<file path="config.mk">
export PLATFORM = sky130hd
export DESIGN_NAME = sdh_irq_status
export DESIGN_NICKNAME = d
export VERILOG_FILES = /design/src/rtl/sdh_irq_status.sv
export SDC_FILE = /design/constraint.sdc
export NUM_CORES = 1
export LEC_CHECK = 0
export BUFFER_PORTS_ARGS = -buffer_cell sky130_fd_sc_hd__buf_4
export CAP_MARGIN = 30
export CELL_PAD_IN_SITES_DETAIL_PLACEMENT = 1
export CELL_PAD_IN_SITES_GLOBAL_PLACEMENT = 1
export CORE_MARGIN = 2
export CORE_UTILIZATION = 22
export CTS_CLUSTER_DIAMETER = 80
export CTS_CLUSTER_SIZE = 10
export DETAILED_ROUTE_END_ITERATION = 8
export PLACE_DENSITY_LB_ADDON = 0.12
export REMOVE_ABC_BUFFERS = 1
export SETUP_SLACK_MARGIN = 0.4
export SYNTH_ARGS = -nofsm -noshare
export SYNTH_HDL_FRONTEND = slang
export SYNTH_SLANG_ARGS = --single-unit
</file>
<file path="constraint.sdc">
create_clock -name clk -period 0.9 [get_ports clk]
set_input_delay 0.09 -clock clk [delete_from_list [all_inputs] [get_ports clk]]
set_output_delay 0.09 -clock clk [all_outputs]
set_load 0.05 [all_outputs]
</file>
<file path="src/rtl/sdh_irq_status.sv">
module sdh_irq_status #(
  parameter int          DW         = 32,
  parameter logic [31:0] EVENT_MASK = 32'h307F_0033,
  parameter int          SUM_BIT    = 15,
  parameter int          ERR_LO     = 16
) (
  input  logic          clk,
  input  logic          rst_n,
  input  logic [DW-1:0] evt_i,
  input  logic          stat_we_i,
  input  logic          ie_we_i,
  input  logic [DW-1:0] wdata_i,
  output logic [DW-1:0] stat_o,
  output logic [DW-1:0] ie_o,
  output logic          irq_o
);

  localparam logic [DW-1:0] SUM_ONE  = {{(DW-1){1'b0}}, 1'b1} << SUM_BIT;
  localparam logic [DW-1:0] CAP_MASK = EVENT_MASK[DW-1:0] & ~SUM_ONE;

  logic [DW-1:0] held, ena;
  logic [DW-1:0] clr, set;
  logic          err_any;

  assign clr = stat_we_i ? wdata_i : '0;
  assign set = evt_i & ena & CAP_MASK;

  always_ff @(posedge clk) begin
    if (!rst_n) begin
      held <= '0;
      ena  <= '0;
    end else begin
      held <= ((held & ~clr) | set) & CAP_MASK;
      if (ie_we_i) ena <= wdata_i & CAP_MASK;
    end
  end

  assign err_any = |held[DW-1:ERR_LO];
  assign stat_o  = held | (err_any ? SUM_ONE : '0);
  assign ie_o    = ena;
  assign irq_o   = |held;

endmodule

</file>
Yosys cells after proc, flatten, opt, wreduce, memory -nomap -nowiden. Cells that the tools add are included.

Output and inout bits: 65. Word-level logic and storage cells: 11. Flip-flop bits (word level): 26. Bits of input ports: 68.

Muxes and demuxes: 2. Bitwise gates (word level): 5. Reduce and logical (&&, ||, !) cells: 2.

Operators with widths (number): $and 30x30->30 (2); $reduce_or 32->1 (1); $mux 30 (1); $not 30->30 (1); $or 30x16->30 (1); $or 30x30->30 (1); $mux 16 (1); $reduce_or 16->1 (1).

Depth between registers and ports, before layout.
Depth after elaboration: 4. Gate-level depth with buffers: 4. Depth with buffers taken out: 2.

Least setup slack after synthesis. Ideal clock, no wire load.

Path kind: register to output. Start point: reg held[21]. End point: out irq_o. Cell stages (with the launch flop): 3. Data required time: 810 ps. Path buffers: 0. Slack: -580 ps. Arrival time: 1390 ps. Cell sequence: dfxtp_1 -> nor4_1 -> nand4b_1.

Longest elaborated chain between the ends: 1.

Ends and longest elaborated chain: from (decl) (RTL line 21) `logic [DW-1:0] held, ena;`; from (signal assigned) (RTL line 33) `held <= ((held & ~clr) | set) & CAP_MASK;`; $reduce_or 32->1 (RTL line 41) `assign irq_o = |held;`; to (decl) (RTL line 15) `output logic irq_o`.

No other way between the ends.

Worst setup path after layout.
Start point: reg held[16]. End point: out irq_o.

The elaborated chain is that of the path after synthesis.

==> run metrics <==
Worst Setup SP held[16]$_SDFF_PN0_; max-slew violation count 0; Clock Power Share 0.276; Clock Skews 0.00138 ns; Final Critical Period ~1.4 ns; Clock transition at path regs 0.10 ns; net count of the finished layout between 200 and 300; Tot Pwr 3.61 mW; maximum vdd ir drop 0.000602 V; final core utilization 0.394; DP HPWL 2720 um; clk buf depth 2; number of register bits inferred by synthesis 26; sw frac 0.357; min-delay worst type primary input to flip-flop; internal power 2.32 mW; Die H about 84 um; Unique masters post-synth 16; via/cell ratio 3.80; Die X 84.4 um; status complete, but fails checks; Max Freq between 600 and 700 MHz; vias in the first global route ~1200; P&R area growth vs syn 75.0%; Synth area leader dfxtp_1; most common cell after layout, fill and taps aside conb_1; WP data required slightly above 0.8 ns; mapped cell area 1420 sq um; hold buffers post-CTS 0; fillers slightly above 700; RSZ-0062 raised after global routing yes; largest net degree at the start of global routing 27; LEAKAGE 1.14 nW; Initial Util 0.225; Critical Path AT 1.34 ns; layout cells sized above 1 0.655; Top Layer Used met4; Rows 29; die area 7120 sq um; clk_lat worst skew around 0.27 ns; core area 6310 sq um; Final Cycle Share 1.59; ranking of synthesized cells by area dfxtp_1, buf_4, a21bo_2; most frequent cells in the layout conb_1, buf_4, buf_6; failing checks negative setup slack; ANT nets after route 0; syn avg cell area 10.2 sq um; R2R Setup Slk -0.10 ns; gr usage total 0.111; Seq pwr share 0.354; register area share after synthesis 0.366; Clk Tree Root Cell clkbuf_8; Logic pwr share 0.371; Syn Inst Count 140; crit-path max FO 2; wire length on met2 roughly 2300 um; Port Buffer Count 57; RD Place Congestion 0.637; Overflow after GRT 0; Synth Warn # 0; Num CTS Buffers 3; CTS tree done; met3 routed WL 282 um; P_sw between 1 and 1.5 mW; pwr/cell area 1450 nW/um^2; Worst setup EP type output pin; critical path launch point type flip-flop; Synth top area share 0.366; Antenna Cells 0; num ports 133; routed length per placed instance 13.7 um; setup violators final 20; Residual DRC 0; DR iter-0 viols 15; reg-to-reg startpoint held[16]$_SDFF_PN0_; M1 wire length 1530 um; initial antenna violation count 0; routed wire length between 4000 and 5000 um; First-pass DRT Iterations 3; first-pass GRT wire length between 6000 and 7000 um; final setup margin -0.534 ns; worst hold start evt_i[28]; DR vias 1150; Hold Fails Final Rpt 0; clk sinks 26; H-tree level count 1; CP Class flip-flop to output pin; Max-Cap Viols 0
[power groups by stage]
stage / Clock [mW] / Sequential (mW) / Combinational [mW]
global placement: 0 / 1.27 / 1.09
finish: 0.994 / 1.28 / 1.34
floorplan: 0 / 1.47 / 0.548
global route: 1.10 / 1.28 / 1.40
detailed placement: 0 / 1.27 / 1.09
CTS: 1.04 / 1.28 / 1.27
[timing repair]
action | in CTS | in global routing
gates resized for setup | 105 | 23
endpoints found under the hold margin | 0 | 0
setup endpoints to repair | 54 | 54
pin swaps | 3 | 5
buffers inserted | 10 | 9
[cell type report]
| class | count | area, sq um | area share |
|---|---|---|---|
| Timing Repair Buffer | 89 | 976 | 0.392 |
| Clock inverter | 1 | 30.0 | 0.0121 |
| Tap cell | 77 | 96.3 | 0.0387 |
| Clock buffer | 3 | 41.3 | 0.0166 |
| Sequential cell | 26 | 558 | 0.224 |
| Multi-Input combinational cell | 107 | 786 | 0.316 |
[kinds of logic (layout without fill, tap and decap cells)]
| logic type | after synthesis | in the layout | synth area share |
|---|---|---|---|
| buf+inv | 43 | 93 | 0.237 |
| mux | 13 | 13 | 0.0915 |
| other cells | 1 | 37 | 0.00264 |
| compound gates | 26 | 26 | 0.187 |
| simple gates | 31 | 31 | 0.116 |
| flops | 26 | 26 | 0.366 |
[routing by layer]
| layer | up-vias | track usage |
|---|---|---|
| met3 | 2 | 0.0265 |
| met4 | 0 | 0.0260 |
| met5 | - | 0 |
| li1 | 559 | - |
| met1 | 534 | 0.126 |
| met2 | 55 | 0.208 |
[worst max-delay path: stages, from the launching register on]
cell,delay [ns]
dfxtp_2,0.33
nor4_2,0.26
buf_4,0.15
nand4b_1,0.13
buf_6,0.19
[state kept, by name, indices dropped and copies added (netlist names)]
name,count
ie_o,13
held,13
[path summary, 6_finish.rpt]
check,end,cells past startpoint
setup / recovery,irq_o,4
hold / removal,held[28]$_SDFF_PN0_,3
setup reg to reg,held[16]$_SDFF_PN0_,5
hold reg to reg,held[16]$_SDFF_PN0_,2
[cell usage after synthesis (all sizes together)]
master and count:
nor2b 13, nor4 3, mux2i 13, nand4b 1, buf 42, clkbuf 1, a21boi 13, nand3b 1
nand2 13, a21bo 13, dfxtp 26, conb 1
[through the flow]
step	hold WS, ns	worst slack (ns)	setup TNS, ns	instance area (sq um)	instances
global placement	0.359	-0.280	-0.532	1840	280
CTS	0.0558	-0.587	-2.12	2320	294
floorplan	0.218	-0.580	-3.68	1220	133
global route	0.0528	-0.607	-3.65	2490	303
finish	0.0644	-0.534	-2.44	2490	303
detailed placement	0.367	-0.300	-0.552	1840	280
(Power assumes the default switching activity.)
